### config.mk
export PLATFORM = sky130hd
export DESIGN_NAME = ptw_top
export DESIGN_NICKNAME = d
export VERILOG_FILES = /design/src/rtl/ptw_pkg.sv /design/src/rtl/ptw_base_reg.sv /design/src/rtl/ptw_l1_dec.sv /design/src/rtl/ptw_l2_dec.sv /design/src/rtl/ptw_top.sv
export SDC_FILE = /design/constraint.sdc
export NUM_CORES = 1
export LEC_CHECK = 0
export ABC_CLOCK_PERIOD_IN_PS = 4600
export BUFFER_PORTS_ARGS = -buffer_cell sky130_fd_sc_hd__buf_2
export CELL_PAD_IN_SITES_DETAIL_PLACEMENT = 0
export CELL_PAD_IN_SITES_GLOBAL_PLACEMENT = 1
export CORE_ASPECT_RATIO = 0.7
export CORE_MARGIN = 4
export CORE_UTILIZATION = 43
export CTS_CLUSTER_DIAMETER = 80
export DETAILED_ROUTE_END_ITERATION = 6
export HOLD_SLACK_MARGIN = 0.02
export PLACE_DENSITY_LB_ADDON = 0.1
export RECOVER_POWER = 100
export SYNTH_ARGS = -nofsm -noshare
export SYNTH_HDL_FRONTEND = slang
export SYNTH_HIERARCHICAL = 1
export SYNTH_SLANG_ARGS = --single-unit
### constraint.sdc
create_clock -name clk -period 4.6 [get_ports clk]
set_clock_uncertainty 0.05 [all_clocks]
set_input_delay 0.69 -clock clk [delete_from_list [all_inputs] [get_ports clk]]
set_output_delay 0.69 -clock clk [all_outputs]
set_load 0.02 [all_outputs]
### src/rtl/ptw_pkg.sv
package ptw_pkg;

  typedef enum logic [1:0] {
    W_IDLE = 2'd0,
    W_LVL1 = 2'd1,
    W_LVL2 = 2'd2,
    W_RESP = 2'd3
  } walk_state_e;

  typedef enum logic [1:0] {
    K_FAULT = 2'd0,
    K_TABLE = 2'd1,
    K_SECT  = 2'd2
  } l1_kind_e;

endpackage

### src/rtl/ptw_base_reg.sv
module ptw_base_reg #(
  parameter int ADDR_W = 32,
  parameter int ALIGN  = 14
) (
  input  logic              clk,
  input  logic              rst,
  input  logic              we,
  input  logic [ADDR_W-1:0] wdata,
  output logic [ADDR_W-1:0] base
);
  localparam int HI_W = ADDR_W - ALIGN;

  logic [HI_W-1:0] hi_q;
  logic            unused_lo;

  assign unused_lo = ^wdata[ALIGN-1:0];

  always_ff @(posedge clk) begin
    if (rst) hi_q <= '0;
    else if (we) hi_q <= wdata[ADDR_W-1:ALIGN];
  end

  assign base = {hi_q, {ALIGN{1'b0}}};
endmodule

### src/rtl/ptw_l1_dec.sv
module ptw_l1_dec
  import ptw_pkg::*;
#(
  parameter int ADDR_W      = 32,
  parameter int SECT_BITS   = 20,
  parameter int SMALL_BITS  = 12,
  parameter int L2TBL_ALIGN = 10
) (
  input  logic [ADDR_W-1:0]    entry,
  input  logic [SECT_BITS-1:0] va_lo,
  output l1_kind_e             kind,
  output logic [ADDR_W-1:0]    sect_pa,
  output logic [ADDR_W-1:0]    l2_addr
);
  localparam int L2_IDX_W = SECT_BITS - SMALL_BITS;
  localparam int PAD_W    = ADDR_W - L2_IDX_W - 2;

  logic unused_mid;
  assign unused_mid = ^entry[L2TBL_ALIGN-1:2];

  always_comb begin
    unique case (entry[1:0])
      2'b10:   kind = K_SECT;
      2'b01:   kind = K_TABLE;
      default: kind = K_FAULT;
    endcase
  end

  assign sect_pa = {entry[ADDR_W-1:SECT_BITS], va_lo};
  assign l2_addr = {entry[ADDR_W-1:L2TBL_ALIGN], {L2TBL_ALIGN{1'b0}}}
                 + {{PAD_W{1'b0}}, va_lo[SECT_BITS-1:SMALL_BITS], 2'b00};
endmodule

### src/rtl/ptw_l2_dec.sv
module ptw_l2_dec #(
  parameter int ADDR_W     = 32,
  parameter int LARGE_BITS = 16,
  parameter int SMALL_BITS = 12
) (
  input  logic [ADDR_W-1:0]     entry,
  input  logic [LARGE_BITS-1:0] va_lo,
  output logic                  fault,
  output logic [ADDR_W-1:0]     pa
);
  logic small_pg;
  logic unused_low;

  assign unused_low = ^entry[SMALL_BITS-1:2];
  assign small_pg   = entry[1];
  assign fault      = (entry[1:0] == 2'b00);

  always_comb begin
    if (small_pg) pa = {entry[ADDR_W-1:SMALL_BITS], va_lo[SMALL_BITS-1:0]};
    else          pa = {entry[ADDR_W-1:LARGE_BITS], va_lo};
  end
endmodule

### src/rtl/ptw_top.sv
module ptw_top
  import ptw_pkg::*;
#(
  parameter int ADDR_W      = 32,
  parameter int SECT_BITS   = 20,
  parameter int LARGE_BITS  = 16,
  parameter int SMALL_BITS  = 12,
  parameter int L2TBL_ALIGN = 10
) (
  input  logic              clk,
  input  logic              rst,
  input  logic              base_we,
  input  logic [ADDR_W-1:0] base_wdata,
  input  logic              req_valid,
  output logic              req_ready,
  input  logic [ADDR_W-1:0] req_va,
  output logic              mem_rd,
  output logic [ADDR_W-1:0] mem_addr,
  input  logic              mem_rvalid,
  input  logic [ADDR_W-1:0] mem_rdata,
  output logic              res_valid,
  output logic [ADDR_W-1:0] res_addr,
  output logic              res_fault,
  output logic              res_fault_lvl
);
  localparam int L1_IDX_W    = ADDR_W - SECT_BITS;
  localparam int L1TBL_ALIGN = L1_IDX_W + 2;
  localparam int L1_PAD_W    = ADDR_W - L1_IDX_W - 2;

  walk_state_e       state_q;
  logic [ADDR_W-1:0] va_q;
  logic [ADDR_W-1:0] tbl_base;
  logic [ADDR_W-1:0] l1_addr;
  l1_kind_e          l1_kind;
  logic [ADDR_W-1:0] l1_sect_pa;
  logic [ADDR_W-1:0] l1_next;
  logic              l2_fault;
  logic [ADDR_W-1:0] l2_pa;

  ptw_base_reg #(.ADDR_W(ADDR_W), .ALIGN(L1TBL_ALIGN)) u_base (
    .clk(clk), .rst(rst), .we(base_we), .wdata(base_wdata), .base(tbl_base)
  );

  ptw_l1_dec #(
    .ADDR_W(ADDR_W), .SECT_BITS(SECT_BITS),
    .SMALL_BITS(SMALL_BITS), .L2TBL_ALIGN(L2TBL_ALIGN)
  ) u_l1 (
    .entry(mem_rdata), .va_lo(va_q[SECT_BITS-1:0]),
    .kind(l1_kind), .sect_pa(l1_sect_pa), .l2_addr(l1_next)
  );

  ptw_l2_dec #(
    .ADDR_W(ADDR_W), .LARGE_BITS(LARGE_BITS), .SMALL_BITS(SMALL_BITS)
  ) u_l2 (
    .entry(mem_rdata), .va_lo(va_q[LARGE_BITS-1:0]),
    .fault(l2_fault), .pa(l2_pa)
  );

  assign l1_addr   = tbl_base + {{L1_PAD_W{1'b0}}, req_va[ADDR_W-1:SECT_BITS], 2'b00};
  assign req_ready = (state_q == W_IDLE);

  always_ff @(posedge clk) begin
    if (rst) begin
      state_q       <= W_IDLE;
      va_q          <= '0;
      mem_rd        <= 1'b0;
      mem_addr      <= '0;
      res_valid     <= 1'b0;
      res_addr      <= '0;
      res_fault     <= 1'b0;
      res_fault_lvl <= 1'b0;
    end else begin
      mem_rd    <= 1'b0;
      res_valid <= 1'b0;
      unique case (state_q)
        W_IDLE: begin
          if (req_valid) begin
            va_q     <= req_va;
            mem_rd   <= 1'b1;
            mem_addr <= l1_addr;
            state_q  <= W_LVL1;
          end
        end
        W_LVL1: begin
          if (mem_rvalid) begin
            unique case (l1_kind)
              K_TABLE: begin
                mem_rd   <= 1'b1;
                mem_addr <= l1_next;
                state_q  <= W_LVL2;
              end
              K_SECT: begin
                res_valid     <= 1'b1;
                res_addr      <= l1_sect_pa;
                res_fault     <= 1'b0;
                res_fault_lvl <= 1'b0;
                state_q       <= W_RESP;
              end
              default: begin
                res_valid     <= 1'b1;
                res_addr      <= va_q;
                res_fault     <= 1'b1;
                res_fault_lvl <= 1'b0;
                state_q       <= W_RESP;
              end
            endcase
          end
        end
        W_LVL2: begin
          if (mem_rvalid) begin
            res_valid     <= 1'b1;
            res_addr      <= l2_fault ? va_q : l2_pa;
            res_fault     <= l2_fault;
            res_fault_lvl <= l2_fault;
            state_q       <= W_RESP;
          end
        end
        default: state_q <= W_IDLE;
      endcase
    end
  end
endmodule

Word level (Yosys, flattened, before mapping):

Index checks and enable logic that the tools add are counted.

* input bits: 101
* bits in registers: 120
* output and inout bits: 69
* word-level logic and storage cells: 61

* equality and inequality tests: 11
* reductions and logical operators: 8
* multiplexer cells: 31
* add/subtract/negate cells: 2

Operator list (count)
* 32-bit two-way mux: 6
* 32-bit case mux with 2 select lines: 3
* 32-bit by 10-bit adder with 32-bit output: 1
* 32-bit by 14-bit adder with 32-bit output: 1
* 16-bit two-way mux: 1
* 1-bit two-way mux: 11
* 2-bit != test, second input constant: 5
* 1-bit case mux with 2 select lines: 5
* 4-bit AND reduction: 2
* 2-bit by 1-bit equality test with 1-bit output, second input constant: 3
* 2-bit equality test, second input constant: 3
* 2-bit two-way mux: 3
* 2-bit case mux with 3 select lines: 1
* 2-bit zero test: 2
* 2-bit case mux with 2 select lines: 1
* 2-bit nonzero test: 2
* 3-bit AND reduction: 1
* 2-bit AND reduction: 1

Logic depth before layout (Yosys ltp):

Gate-level depths: netlist (run 1).

* depth after elaboration: 6
* depth in mapped cells: 10
* gate-level depth less buffers: 9

By module:

Netlist (run 1), hierarchy kept.

By module, submodules not included
* ptw_top: instances 1, cells each 634, seq. area each 2042.0 um^2, area an instance 5280.1 um^2
* ptw_base_reg: instances 1, cells each 73, seq. area each 360.3 um^2, area an instance 758.2 um^2
* ptw_l1_dec: instances 1, cells each 67, seq. area each 0.0 um^2, area an instance 499.2 um^2
* ptw_l2_dec: instances 1, cells each 33, seq. area each 0.0 um^2, area an instance 259.0 um^2

Worst setup path after synthesis (run 1):

Ideal clock, no wire load.

* path kind: input-to-reg
* from: input port mem_rdata[0]
* to: register mem_addr[4]
* stages: 8
* arrival time: 2.025 ns
* path slack: 2.455 ns
* buffers on the path: 2
* path through: and2b_2 -> nor2b_1 -> and3_1 -> o21a_1 -> buf_6 -> clkbuf_1 -> nand2_1 -> a21oi_1

* word-level cells in the longest chain between the ends: 5
* elaborated cells between the ends (all ways): 6
* those cells by class: eq/ne: 4; mux: 1; reduce/logical: 1

Ends and longest elaborated chain
* start: declaration: line ptw_top.sv:20 `input logic [ADDR_W-1:0] mem_rdata,`
* 2-bit by 1-bit equality test with 1-bit output or 2-bit equality test (tied branches): line ptw_l1_dec.sv:22 `unique case (entry[1:0])`
* 2-bit case mux with 2 select lines (*): line ptw_l1_dec.sv:22
* 2-bit by 1-bit equality test with 1-bit output (*): line ptw_top.sv:86 `unique case (l1_kind)`
* 2-bit != test (no line) (*)
* 4-bit AND reduction (no line) (*)
* end signal: assignment: line ptw_top.sv:80 `mem_addr <= l1_addr;`
* end signal: assignment: line ptw_top.sv:89 `mem_addr <= l1_next;`
* end: declaration: line ptw_top.sv:18 `output logic [ADDR_W-1:0] mem_addr,`

Mark *: on every way between the ends. The rest lies on a longest branch, timed or not.
A chain may end at the register's enable or synchronous reset.

Worst setup path after layout (run 1):

* from: register state_q[1]
* to: register mem_addr[19]

* word-level cells in the longest chain between the ends: 3
* elaborated cells between the ends (all ways): 8
* those cells by class: eq/ne: 4; mux: 1; reduce/logical: 3

Ends and longest elaborated chain
* start: declaration: line ptw_top.sv:30 `walk_state_e state_q;`
* start signal: assignment: line ptw_top.sv:64 `state_q <= W_IDLE;`
* start signal: assignment: line ptw_top.sv:81 `state_q <= W_LVL1;`
* start signal: assignment: line ptw_top.sv:90 `state_q <= W_LVL2;`
* 2-bit by 1-bit equality test with 1-bit output or 2-bit zero test (tied branches): line ptw_top.sv:75 `unique case (state_q)`
* 2-bit != test (no line) or 2-bit nonzero test (tied branches)
* 4-bit AND reduction (no line)

Several ways; a longest one is shown, not always the timed one.

==> results.md, run 1 <==
* Final worst path period share at 77.8%
* Slew Limit Fails at 91
* Layout cells sized above 1 at 16.4%
* Critical-path top delay cell: clkbuf_1
* Die height at 113 um
* Worst skew pair latency at 410 ps
* Total design power at 0.00478 W
* Initial Util at 43.8%
* Total CTS buffers at 17
* Data arrival, critical path at 3740 ps
* Number of global-route vias before repair at 5378
* First-pass GRT wire length at 30000 um
* Fin Setup TNS at 0 ps
* Number of distinct library cells after synthesis at 62
* Status: finished, violations left
* Initial antenna violation count at 0
* Relative slew slack at -28.5%
* WP buf/inv at 2
* Fill cells at 1573
* Hold Vio Cnt, Final at 0
* Final nets at 955
* RSZ-0062 raised after global routing: false
* FMAX at 0.279 GHz
* Largest net degree at the start of global routing at 91
* Drt first pass iters at 7
* CTS tree: built
* Worst-path fanout max at 28
* R2r startpoint: state_q[1]
* Critical path type: reg2reg
* Number of enable flip-flop cells after synthesis at 0
* GRT Util Overall at 21.4%
* Fin cells at 1050
* WL final at 19400 um
* Hold slack at 410 ps
* Max VDD drop at 0.285 mV
* Antenna-violating nets left at 0
* Fin crit period at 3580 ps
* Violated checks: DRC, capacitance limit, slew limit
* Core ar. at 15500 sq um
* Post-Place Cells at 1018
* Hold crit path type: reg2reg
* Drt wl/cell at 18.5 um
* Crit path launch: state_q[1]
* YS warnings at 6
* CP peak stage delay at 1100 ps
* Die W at 158 um
* Internal reg-to-reg setup slack at 1020 ps
* Pleak at 2.89 nW
* Async SR Flop Fraction at 0%
* Die Footprint at 17900 sq um
* Reg area at 2400 sq um
* Initial drt markers at 522
* Footprint of the multi-input gates at 3360 sq um
* Max-cap check violation count at 1
* H-tree depth at 4
* CTS resizes at 0
* Worst slew pin tran at 1930 ps
* Synthesized cell area at 6800 sq um
* Required time of the critical path at 4760 ps
* Via count at 5770
* CP Launch Type: flop
* Post CTS Setup Buffer Count at 0
* CP top delay family: buffers and inverters
* Area Overhead vs Synth at 9.09%
* Hold Path Origin: va_q[21]
* PwrDens at 645 nW/um^2
* Synth Flop Type: dfxtp_1
* Final Setup Violations at 0
* Clock Sinks at 120
* CTS Buffer Depth at 2
* Root buffer cell: clkbuf_16
* Antenna diode count at 0
* Seq/Total Area, Yosys at 35.3%
* Design area at 7410 sq um
* Hold_buf cts at 0
* Flop and latch count out of synthesis at 120
* # DRC at 12
* Worst-path cell chain: inv_1, ha_1, clkbuf_1, nor2_1, nand2_1, o221ai_1
* GP Congestion at 0.894
* Syn_area_per_cell at 8.42 sq um
* Crit path capture type: flop
* Global route total overflow at 0
* Vias per inst at 5.50
* Placed Area at 6870 sq um
* IO Port Bufs at 147
* Cells after synthesis at 807
* DPL Wire Length at 14200 um
* Ports at 170
* Cell Rows at 38
* Clock slew at reported path FFs at 60 ps
-- cells in the mapped netlist (10+ instances only) --
cell / count / area (sq um)
dfxtp_1: 120 / 2400
buf_4: 107 / 803
nand2_1: 90 / 338
nor2_1: 75 / 282
a21oi_1: 64 / 320
clkbuf_1: 41 / 154
a211oi_1: 38 / 285
a222oi_1: 32 / 320
mux2i_1: 29 / 290
o21ai_0: 21 / 105
and3_1: 20 / 125
ha_1: 16 / 200
nand3_1: 12 / 60.1
xor2_1: 11 / 96.3
inv_1: 10 / 37.5
-- registers in the layout, summed over array words and instances, names as in the netlist --
name and flops:
mem_addr 32, mem_rd 1, res_addr 32, res_fault 1, res_fault_lvl 1, res_valid 1, state_q 2, u_base/hi_q 18
va_q 32
-- routing by layer --
layer	wire, um	global-route usage [%]
met5	0	0
met4	130	5.45
met3	1330	4.40
met2	8060	29.3
met1	9910	33.7
-- cell type report --
class                      instances  share of cell area, %
sequential                       120                   32.4
tap                              200                   3.37
inverter                          10                  0.506
clock buffer                      18                   5.79
timing repair buffer             157                   9.55
multi-input combinational        531                   45.4
clock inverter                    14                   3.00
-- power breakdown --
part           total, W  internal, W  switching [W]
Clock           0.00147     0.000966       0.000506
Sequential      0.00151      0.00132       0.000192
Combinational   0.00179     0.000563        0.00123
-- cells in the final DEF (no fill, tap or decap), types with 16 or more instances in the layout --
cell type and n:
dfxtp_1 120, nand2_1 90, buf_2 76, clkbuf_1 75, nor2_1 74, a21oi_1 64, a211oi_1 38, a222oi_1 32
mux2i_1 29, o21ai_0 21, and3_1 20, clkbuf_16 17, ha_1 16, conb_1 16
-- stage by stage --
step,utilization (%),setup slack [ps]
2_1_floorplan,-,2450
3_3_place_gp,44.3,1620
3_5_place_dp,44.3,1520
4_1_cts,48.6,1750
5_1_grt,47.8,771
6_report,47.8,1020
-- final timing paths --
check	to	depth (start not counted)
worst max-delay path	mem_addr[19]	6
worst min-delay path	va_q[21]	2
worst min register to register	va_q[21]	2
worst max register to register	mem_addr[19]	6
-- logic make-up (layout without fill, tap and decap cells) --
logic type	Yosys count	count (layout)	share of synthesized area [%]
buffers and inverters	170	199	16.1
adder cells (fa/ha/maj)	17	17	3.24
AND/OR/NAND/NOR	239	239	16.2
flip-flops	120	120	35.3
other	2	16	0.110
XOR/XNOR	19	19	2.45
multiplexers	34	34	5.10
AO/OA/AOI/OAI	206	206	21.5
-- worst min-delay path, delay by kind of cell, from the launching register on --
family / cells / cell delay (ps)
simple gates: 1 / 50
flops: 1 / 310
compound gates: 1 / 50
Power figures use the tool's default switching activity.
==> run 2: changes to the inputs <==
--- a/config.mk
+++ b/config.mk
@@ -5,13 +5,13 @@
 export SDC_FILE = /design/constraint.sdc
 export NUM_CORES = 1
 export LEC_CHECK = 0
-export ABC_CLOCK_PERIOD_IN_PS = 4600
+export ABC_CLOCK_PERIOD_IN_PS = 2900
 export BUFFER_PORTS_ARGS = -buffer_cell sky130_fd_sc_hd__buf_2
 export CELL_PAD_IN_SITES_DETAIL_PLACEMENT = 0
 export CELL_PAD_IN_SITES_GLOBAL_PLACEMENT = 1
 export CORE_ASPECT_RATIO = 0.7
 export CORE_MARGIN = 4
-export CORE_UTILIZATION = 43
+export CORE_UTILIZATION = 36
 export CTS_CLUSTER_DIAMETER = 80
 export DETAILED_ROUTE_END_ITERATION = 6
 export HOLD_SLACK_MARGIN = 0.02
==> constraint.sdc (replaced) <==
create_clock -name clk -period 2.9 [get_ports clk]
set_clock_uncertainty 0.05 [all_clocks]
set_input_delay 0.435 -clock clk [delete_from_list [all_inputs] [get_ports clk]]
set_output_delay 0.435 -clock clk [all_outputs]
set_load 0.02 [all_outputs]
==> run 2 against run 1 <==
The run ends with DRC left; count of clock-buffer cells in the layout unchanged; power increased by 57%; core utilization decreased by 6.9 points; maximum frequency increased by 55%; combinational power increased by 64%; global-route usage decreased by 1.9 points; via count decreased by 0.73%; sequential power increased by 59%; first-iteration DRC count increased by 25%; final area increased by 0.95%; non-clock buffer count increased by 4; clock power increased by 48%; critical endpoint is now res_addr[6]; largest power group unchanged.
==> results.md, run 2 (synthesized netlist as in run 1, its figures left out) <==
* Worst skew pair latency at 420 ps (about the same)
* CTS Buffer Depth at 2 (unchanged)
* CTS resizes at 0 (unchanged)
* Die W at 172 um (+8.8%)
* Fin Setup TNS at 0 ps (unchanged)
* Pleak at 2.90 nW (+0.48%)
* Crit path capture type: flop
* Max VDD drop at 0.381 mV (+34%)
* Post-Place Cells at 1058 (+3.9%)
* Antenna diode count at 0 (unchanged)
* Layout cells sized above 1 at 17.1% (+0.74 points)
* Ports at 170 (unchanged)
* Net Sw Frac at 41.4% (+1.1 points)
* Footprint of the multi-input gates at 3360 sq um (unchanged)
* Total CTS buffers at 17 (unchanged)
* Initial drt markers at 655 (+25%)
* R2r startpoint: state_q[0]
* GRT Util Overall at 19.5% (-1.9 points)
* Violated checks: DRC
* Fill cells at 1933 (+23%)
* Relative slew slack at 15.4% (+44 points)
* Placed Area at 6990 sq um (+1.6%)
* Final Setup Violations at 0 (unchanged)
* Cell Rows at 41 (+7.9%)
* Initial antenna violation count at 0 (unchanged)
* Hold Vio Cnt, Final at 0 (unchanged)
* Design area at 7480 sq um (+0.95%)
* Clock Sinks at 120 (unchanged)
* Post CTS Setup Buffer Count at 0 (unchanged)
* Die Footprint at 21200 sq um (+18%)
* Drt wl/cell at 18.9 um (+2.2%)
* Drt first pass iters at 7 (unchanged)
* Max-cap check violation count at 0 (-1)
* CP Launch Type: flop
* Hold crit path type: in2reg
* Hold Path Origin: base_wdata[19]
* Clock power frac at 29.0% (-1.8 points)
* Via count at 5728 (-0.73%)
* Fin crit period at 2300 ps (-1280 ps)
* IO Port Bufs at 147 (unchanged)
* FMAX at 0.434 GHz (+55%)
* PwrDens at 1000 nW/um^2 (+56%)
* Crit path launch: state_q[0]
* Initial Util at 37.2% (-6.6 points)
* Reg area at 2400 sq um (unchanged)
* Largest net degree at the start of global routing at 116 (+27%)
* GP Congestion at 0.859 (-4.0%)
* Antenna-violating nets left at 0 (unchanged)
* Number of global-route vias before repair at 5520 (+2.6%)
* Clock slew at reported path FFs at 60 ps (about the same)
* Core ar. at 18300 sq um (+18%)
* Area Overhead vs Synth at 10.1%
* Critical path type: reg2reg
* Worst-path fanout max at 25 (-11%)
* RSZ-0062 raised after global routing: false
* Top flop regs: mem_addr: 32 flops, res_addr: 32 flops, va_q: 32 flops
* Hold_buf cts at 0 (unchanged)
* Global route total overflow at 0 (unchanged)
* Sequential Power Share at 32.0% (+0.3 points)
* CTS tree: built
* # DRC at 33 (+21)
* Root buffer cell: clkbuf_16
* Worst slew pin tran at 1270 ps (-658 ps)
* Required time of the critical path at 3190 ps (-1570 ps)
* Combinational power share at 39.1% (+1.6 points)
* Vias per inst at 5.26 (-4.4%)
* Final worst path period share at 79.4% (+1.6 points)
* First-pass GRT wire length at 31400 um (+4.7%)
* Status: finished, violations left
* H-tree depth at 4 (unchanged)
* Most frequent cells in the layout: dfxtp_1, nand2_1, buf_2, nor2_1, clkbuf_1
* Total design power at 0.00752 W (+57%)
* Final nets at 959 (+0.42%)
* Fin cells at 1090 (+3.8%)
* Die height at 123 um (+8.6%)
* Data arrival, critical path at 2590 ps (-1150 ps)
* Cell Int Power at 0.00440 W (+54%)
* Slew Limit Fails at 0 (-100%)
* Most common cell after layout, fill and taps aside: dfxtp_1
* Net Switching at 0.00312 W (+61%)
* DPL Wire Length at 15100 um (+6.3%)
* WL final at 20600 um (+6.0%)
==> run 2: cell types whose count changed in the layout (fill, tap and decap cells not counted), sizes merged <==
cell      before  now
buf           82   87
clkinvlp       2    4
inv           11   12
clkbuf        93   92
bufinv         5    3
clkinv         6    5
==> run 2: path summary, 6_finish.rpt <==
path | to | slack [ps] | cells after the start
setup reg to reg | res_addr[6] | 600 | 6
hold / removal | u_base/hi_q[5] | 200 | 3
setup / recovery | res_addr[6] | 600 | 6
hold reg to reg | va_q[20] | 410 | 2
==> run 2: worst max-delay path, stage by stage (launching register included) <==
cell      delay, ps
dfxtp_1         380
inv_1            80
ha_1            300
nor2b_2         340
clkbuf_2        580
a222oi_1        210
a211oi_1        260
==> run 2: layout make-up <==
class | count | share of cell area, %
clock buffers | 18 | 5.73
clock inverters | 14 | 2.32
inverters | 10 | 0.502
multi-input cells | 531 | 45.0
flip-flops and latches | 120 | 32.1
well taps | 236 | 3.95
repair buffers | 161 | 10.4
==> run 2: metrics by stage <==
step / hold slack (ps) / util, % / setup slack, ps
floorplan: 386 / - / 1010
global placement: 402 / 38.3 / 625
detailed placement: 401 / 38.3 / 570
CTS: 184 / 41.6 / 798
global route: 190 / 41.0 / 380
finish: 197 / 41.0 / 597
==> run 2: power by group through the flow <==
stage               Clock (W)  Sequential (W)  Combinational [W]
finish                0.00218         0.00240            0.00294
global placement            0         0.00242            0.00302
detailed placement          0         0.00243            0.00306
floorplan                   0         0.00274            0.00187
CTS                   0.00222         0.00240            0.00307
global route          0.00230         0.00246            0.00327
==> run 2: routing by layer <==
layer	wire length, um	track usage (%)
met1	10700	29.7
met2	8170	26.6
met3	1580	5.43
met4	196	5.40
met5	0	0
